<file path="src/rtl/wcs_pkg.sv">
package wcs_pkg;
  typedef enum logic {
    CYC_PROGRAM = 1'b0,
    CYC_ERASE   = 1'b1
  } cyc_kind_t;

  function automatic cyc_kind_t kind_of(input logic erase_flag);
    return erase_flag ? CYC_ERASE : CYC_PROGRAM;
  endfunction
endpackage

</file>
<file path="src/rtl/wcs_read_qual.sv">
module wcs_read_qual (
  input  logic host_req,
  input  logic host_sel,
  input  logic host_oe,
  input  logic host_we,
  output logic rd_fire
);
  function automatic logic qualify(input logic req, input logic sel,
                                   input logic oe, input logic we);
    return req & sel & oe & ~we;
  endfunction

  assign rd_fire = qualify(host_req, host_sel, host_oe, host_we);
endmodule

</file>
<file path="src/rtl/wcs_cycle_track.sv">
module wcs_cycle_track
  import wcs_pkg::*;
#(
  parameter int ADDR_W = 17
) (
  input  logic              clk,
  input  logic              rst_n,
  input  logic              busy,
  input  logic              erase_in,
  input  logic [ADDR_W-1:0] last_addr_in,
  input  logic              last_msb_in,
  input  logic              rd_fire,
  output logic              start_ev,
  output logic              rd_busy_ev,
  output logic [ADDR_W-1:0] ref_addr,
  output logic              ref_msb,
  output cyc_kind_t         ref_kind,
  output logic              tog_now
);
  logic              busy_q;
  logic [ADDR_W-1:0] addr_q;
  logic              msb_q;
  cyc_kind_t         kind_q;
  logic              tog_q;
  logic              tog_d;

  assign start_ev   = busy & ~busy_q;
  assign rd_busy_ev = rd_fire & busy;

  assign ref_addr = start_ev ? last_addr_in : addr_q;
  assign ref_msb  = start_ev ? last_msb_in  : msb_q;
  assign ref_kind = start_ev ? kind_of(erase_in) : kind_q;
  assign tog_now  = start_ev ? 1'b0 : tog_q;

  always_comb begin
    tog_d = tog_q;
    if (rd_busy_ev)    tog_d = ~tog_now;
    else if (start_ev) tog_d = 1'b0;
  end

  always_ff @(posedge clk) begin
    if (!rst_n) begin
      busy_q <= 1'b0;
      addr_q <= '0;
      msb_q  <= 1'b0;
      kind_q <= CYC_PROGRAM;
      tog_q  <= 1'b0;
    end else begin
      busy_q <= busy;
      tog_q  <= tog_d;
      if (start_ev) begin
        addr_q <= last_addr_in;
        msb_q  <= last_msb_in;
        kind_q <= kind_of(erase_in);
      end
    end
  end

  AST_TOGGLE_HOLD: assert property (@(posedge clk) disable iff (!rst_n)
    (!rd_busy_ev && !start_ev) |=> $stable(tog_q));
  AST_TOGGLE_FLIP: assert property (@(posedge clk) disable iff (!rst_n)
    (rd_busy_ev && !start_ev) |=> (tog_q != $past(tog_q)));
  AST_TOGGLE_RESTART: assert property (@(posedge clk) disable iff (!rst_n)
    (start_ev && !rd_busy_ev) |=> !tog_q);
  AST_LATCH_STABLE: assert property (@(posedge clk) disable iff (!rst_n)
    (busy && !start_ev) |-> (ref_addr == addr_q && ref_msb == msb_q));
endmodule

</file>
<file path="src/rtl/wcs_status_mux.sv">
module wcs_status_mux
  import wcs_pkg::*;
#(
  parameter int ADDR_W     = 17,
  parameter int DATA_W     = 8,
  parameter int POLL_BIT   = 7,
  parameter int TOGGLE_BIT = 6
) (
  input  logic              busy,
  input  logic [ADDR_W-1:0] host_addr,
  input  logic [ADDR_W-1:0] ref_addr,
  input  logic              ref_msb,
  input  cyc_kind_t         ref_kind,
  input  logic              tog_now,
  input  logic [DATA_W-1:0] arr_rdata,
  output logic [DATA_W-1:0] next_byte,
  output logic              poll_hit
);
  function automatic logic poll_value(input cyc_kind_t kind, input logic hit,
                                      input logic true_msb);
    if (kind == CYC_ERASE) return 1'b0;
    return hit ? ~true_msb : 1'b0;
  endfunction

  function automatic logic [DATA_W-1:0] status_byte(input logic pbit, input logic tbit);
    logic [DATA_W-1:0] s;
    s             = '0;
    s[POLL_BIT]   = pbit;
    s[TOGGLE_BIT] = tbit;
    return s;
  endfunction

  assign poll_hit  = (host_addr == ref_addr);
  assign next_byte = busy ? status_byte(poll_value(ref_kind, poll_hit, ref_msb), tog_now)
                          : arr_rdata;
endmodule

</file>
<file path="src/rtl/wcs_status_reporter.sv">
module wcs_status_reporter
  import wcs_pkg::*;
#(
  parameter int ADDR_W     = 17,
  parameter int DATA_W     = 8,
  parameter int POLL_BIT   = 7,
  parameter int TOGGLE_BIT = 6
) (
  input  logic              clk,
  input  logic              rst_n,
  input  logic              wr_busy,
  input  logic              wr_erase,
  input  logic [ADDR_W-1:0] wr_last_addr,
  input  logic              wr_last_msb,
  input  logic              host_req,
  input  logic              host_sel,
  input  logic              host_oe,
  input  logic              host_we,
  input  logic [ADDR_W-1:0] host_addr,
  input  logic [DATA_W-1:0] arr_rdata,
  output logic [DATA_W-1:0] rd_data,
  output logic              rd_valid
);
  localparam logic [DATA_W-1:0] STATUS_MASK =
    (DATA_W'(1) << POLL_BIT) | (DATA_W'(1) << TOGGLE_BIT);

  logic              rd_fire;
  logic              start_ev;
  logic              rd_busy_ev;
  logic [ADDR_W-1:0] ref_addr;
  logic              ref_msb;
  cyc_kind_t         ref_kind;
  logic              tog_now;
  logic [DATA_W-1:0] next_byte;
  logic              poll_hit;
  logic [DATA_W-1:0] data_q;
  logic              valid_q;

  wcs_read_qual u_qual (
    .host_req (host_req),
    .host_sel (host_sel),
    .host_oe  (host_oe),
    .host_we  (host_we),
    .rd_fire  (rd_fire)
  );

  wcs_cycle_track #(.ADDR_W(ADDR_W)) u_track (
    .clk          (clk),
    .rst_n        (rst_n),
    .busy         (wr_busy),
    .erase_in     (wr_erase),
    .last_addr_in (wr_last_addr),
    .last_msb_in  (wr_last_msb),
    .rd_fire      (rd_fire),
    .start_ev     (start_ev),
    .rd_busy_ev   (rd_busy_ev),
    .ref_addr     (ref_addr),
    .ref_msb      (ref_msb),
    .ref_kind     (ref_kind),
    .tog_now      (tog_now)
  );

  wcs_status_mux #(
    .ADDR_W(ADDR_W), .DATA_W(DATA_W), .POLL_BIT(POLL_BIT), .TOGGLE_BIT(TOGGLE_BIT)
  ) u_mux (
    .busy      (wr_busy),
    .host_addr (host_addr),
    .ref_addr  (ref_addr),
    .ref_msb   (ref_msb),
    .ref_kind  (ref_kind),
    .tog_now   (tog_now),
    .arr_rdata (arr_rdata),
    .next_byte (next_byte),
    .poll_hit  (poll_hit)
  );

  always_ff @(posedge clk) begin
    if (!rst_n) begin
      valid_q <= 1'b0;
      data_q  <= '0;
    end else begin
      valid_q <= rd_fire;
      if (rd_fire) data_q <= next_byte;
    end
  end

  assign rd_data  = data_q;
  assign rd_valid = valid_q;

  AST_VALID_NEEDS_STROBE: assert property (@(posedge clk) disable iff (!rst_n)
    rd_valid |-> $past(host_req && host_sel && host_oe && !host_we));
  AST_IDLE_PASSTHRU: assert property (@(posedge clk) disable iff (!rst_n)
    (rd_valid && !$past(wr_busy)) |-> (rd_data == $past(arr_rdata)));
  AST_POLL_INVERT: assert property (@(posedge clk) disable iff (!rst_n)
    (rd_valid && $past(wr_busy && ref_kind == CYC_PROGRAM && poll_hit))
      |-> (rd_data[POLL_BIT] == !$past(ref_msb)));
  AST_ERASE_POLL_LOW: assert property (@(posedge clk) disable iff (!rst_n)
    (rd_valid && $past(wr_busy && ref_kind == CYC_ERASE)) |-> !rd_data[POLL_BIT]);
  AST_OTHER_BITS_ZERO: assert property (@(posedge clk) disable iff (!rst_n)
    (rd_valid && $past(wr_busy)) |-> ((rd_data & ~STATUS_MASK) == '0));
  AST_TOGGLE_SEEN: assert property (@(posedge clk) disable iff (!rst_n)
    (rd_valid && $past(wr_busy)) |-> (rd_data[TOGGLE_BIT] == $past(tog_now)));
endmodule

</file>
<file path="config.mk">
export PLATFORM = sky130hd
export DESIGN_NAME = wcs_status_reporter
export DESIGN_NICKNAME = d
export VERILOG_FILES = /design/src/rtl/wcs_pkg.sv /design/src/rtl/wcs_read_qual.sv /design/src/rtl/wcs_cycle_track.sv /design/src/rtl/wcs_status_mux.sv /design/src/rtl/wcs_status_reporter.sv
export SDC_FILE = /design/constraint.sdc
export NUM_CORES = 1
export LEC_CHECK = 0
export ABC_AREA = 1
export ABC_CLOCK_PERIOD_IN_PS = 2350
export CORE_MARGIN = 10
export CORE_UTILIZATION = 34
export DETAILED_ROUTE_END_ITERATION = 8
export PLACE_DENSITY = 0.61
export SLEW_MARGIN = 40
export SYNTH_ARGS = -nofsm -noshare
export SYNTH_HDL_FRONTEND = slang
export SYNTH_HIERARCHICAL = 1
export SYNTH_SLANG_ARGS = --single-unit
</file>
<file path="constraint.sdc">
create_clock -name clk -period 2.35 [get_ports clk]
set_clock_uncertainty 0.05 [all_clocks]
set_input_delay 0.705 -clock clk [delete_from_list [all_inputs] [get_ports clk]]
set_output_delay 0.705 -clock clk [all_outputs]
set_load 0.005 [all_outputs]
</file>
==> flow_results.org <==
** Flow run
- The tool flagged a number of max-cap violations equal to 0.

** Drt
- Vias after detailed routing :: 1,685
- For this block, the routed nets add up to ~4300 um of wire.
- The count of nets left with antenna violations once routing finished came out at 0.
- After detailed routing, the number of vias per cell comes to roughly 3.9.
- Before antenna repair, the detailed router went through 4 iterations.
- Initial DRC count :: 63
- After detailed routing, the number of remaining DRC violations is 0.
- After detailed routing, the average wire length per cell comes to 9.95 um.

** Setup path
- Counting both buffers and inverters, the worst setup path holds a total of 3.
- Reg-to-reg startpoint :: u_track/busy_q
- The critical path is of the in2reg type.
- Required time reported for the critical path endpoint :: 2.52 ns
- Critical R2R Capture :: rd_data[7]
- Broken down by cell family, the worst path's largest delay share belongs to simple AND/OR/NAND/NOR gates.
- Number of cell instances on the worst register-to-register path :: 16
- The setup check on the worst reg-to-reg path leaves a slack of 0.66 ns.
- The cell that appears most often on the critical path is nand2_1.
- Worst endpoint data arrival time :: about 2.1 ns
- For this run, the slowest stage of the critical path takes 0.44 ns.
- The worst setup path is launched from an input port.
- Max stage delay cell, worst path :: clkdlybuf4s50_1
- The critical path goes through clkdlybuf4s50_1 -> o21ai_2 -> inv_1 -> nand2_1 -> o21ai_0 -> nor2_1 -> nand2_1 -> nor2_1 -> nand4_1 -> nand2_1 -> inv_1 -> nand2_1 -> nand2_1 -> nor2_1.
- CP max FO :: 2
- Worst Setup End Kind :: flop

** Timing
- The worst path in the final design needs a cycle of 1.96 ns, including I/O delays and setup.
- Highest achievable clock rate :: 0.511 GHz
- At the pin with the least slew margin, the transition time is about 0.40 ns.
- Setup repair after global routing left no endpoint under its margin.
- The number of hold-slack violations in the final timing report was 0.
- Setup violations, final :: 0
- Final Max Tran Viols :: 0
- Final setup slack of the worst path :: ~0.39 ns
- Final cycle utilization of the critical path :: 0.832
- In this run the tightest slew margin relative to its limit is 0.730.

** Placement
- Before CTS, the worst setup slack after placement is -0.211 ns.
- Estimated wirelength of the detail-placed design :: 3370 um
- During placement, the flow inserted port buffers numbering a little under 60.
- RD Place Congestion :: 0.705

** Clock tree
- TritonCTS built the clock tree.
- Root cell of the clock tree :: clkbuf_8
- In this run, CTS created clock tree buffers numbering 5.
- The clock reaches the later pin of the worst-skew pair after approximately 0.28 ns.
- The clock tree synthesis step divided the H-tree into 2 levels.
- Clock tree synthesis found a total of 30 sinks.
- Post-CTS clock slew at the launch and capture registers of the worst setup and hold paths :: about 0.06 ns
- Max Root-Sink Buffers :: 2
- In this run, post-CTS hold repair placed 0 buffers.

** Power
- Static leakage power :: approximately 0.0014 uW
- Internal power comes to between 900 and 1000 uW.
- The share of total power dissipated in sequential elements is 0.421.
- Power, Total :: 1300 uW
- In this run the power spent charging and discharging nets is between 300 and 400 uW.
- Of the total power, the share spent switching nets is 0.274.
- Of the total power, combinational logic draws 0.284.
- Max rail drop VDD :: approximately 0.23 mV
- Power per standard cell area :: between 400 and 500 nW/um^2
- Clk network pwr share :: 0.295

** Hold path
- The worst hold path belongs to the class reg2reg.
- In this run the most critical hold path is launched from rd_data[0].
- The worst hold path passes through 2 cells.
- The path with the worst hold slack has its endpoint at rd_data[0].

** Global routing
- Global route total overflow :: 0
- Global-route total usage across every layer :: 0.103
- The via count of the first global-routing pass came to between 1,500 and 2,000.
- Global-route wire length before repair :: between 7000 and 8000 um
- Entering global routing, the biggest net connects 21 pins.
- Number of antenna violations at the first check in global routing :: 0

** Run status
- The run finished with clean final reports.

** Yosys
- Counting every net in the synthesized netlist gives around 340.
- Synthesized netlist cell count :: 284
- After synthesis the cells add up to between 1500 and 2000 um^2.
- In this run the mean area of a mapped cell was approximately 6.4 um^2.
- The Yosys step of the flow raised 6 warnings.

** Cells and area
- In the final layout, the share of cells above drive strength 1 is 0.201.
- The number of antenna diodes in the final layout is 0.
- The final layout contains a little over 400 nets.
- Relative to the synthesized area, the layout overhead comes to 47.4%.
- Most common library cell in the layout ignoring fill and taps :: inv_1
- The top cell types in the final layout, fill and taps aside, are inv_1, clkdlybuf4s50_1, nand2_1.

** Die
- Die Wd :: roughly 93 um
- For this design the top-level I/O count stands at 60.
- Height of the die :: 92.9 um
- The core region is 5140 um^2.
- For this configuration, the core starts out at a cell density of 0.352.
- Placement row count :: 26
- The die covers ~8600 um^2.
-- cell type report --
cell class / instances / area (um^2)
Tap cell: 70 / 87.6
Multi-Input combinational cell: 166 / 835
Inverter: 79 / 297
Timing Repair Buffer: 77 / 771
Sequential cell: 30 / 601
Fill cell: 564 / 2470
Clock buffer: 7 / 76.3
-- metal layers --
metal  up-vias  track usage  share of wire
met5         -            0              0
met4         0       0.0501          0.020
met3         6       0.0387          0.065
met2        37        0.164           0.47
met1       696        0.118           0.45
li1        946            -              -
-- worst reg2reg max path: cells and delay by family (launching register included) --
family / cells / cell delay, ns
simple gates: 10 / 0.72
buf+inv: 4 / 0.34
flops: 1 / 0.31
compound gates: 2 / 0.20
-- power groups by stage --
| stage | clock [uW] | combinational [uW] | sequential, uW |
|---|---|---|---|
| floorplan | 0 | 204 | 559 |
| global placement | 0 | 364 | 559 |
| detailed placement | 0 | 366 | 560 |
| CTS | 406 | 369 | 548 |
| global route | 426 | 422 | 551 |
| finish | 385 | 370 | 548 |
-- state kept, by name, indices dropped and copies added (netlist names) --
name            flops
rd_data             8
rd_valid            1
u_track/addr_q     17
u_track/busy_q      1
u_track/kind_q      1
u_track/msb_q       1
u_track/tog_q       1
-- metrics by stage --
step / setup TNS [ns] / hold WS, ns / cell area, um^2 / std cells / util
detailed placement: -0.211 / 0.413 / 2560 / 421 / 0.498
CTS: 0 / 0.421 / 2630 / 428 / 0.512
floorplan: 0 / 0.416 / 1810 / 284 / -
global route: 0 / 0.444 / 2670 / 429 / 0.519
finish: 0 / 0.417 / 2670 / 429 / 0.519
global placement: -0.193 / 0.408 / 2560 / 421 / 0.498
-- worst max-delay path by stage --
stage	startpoint	endpoint	depth (start not counted)
floorplan	wr_busy	rd_data[7]	16
global placement	wr_busy	rd_data[7]	16
detailed placement	wr_busy	rd_data[7]	18
CTS	wr_busy	rd_data[7]	18
global route	wr_last_addr[9]	rd_data[7]	14
finish	wr_last_addr[9]	rd_data[7]	14
-- timing repair --
item / 4_1_cts / 5_1_grt
setup buffers: 0 / 0
setup endpoints to repair: 0 / 1
gates resized for setup: 0 / 2
No activity file was read; power rests on OpenSTA's default activity.
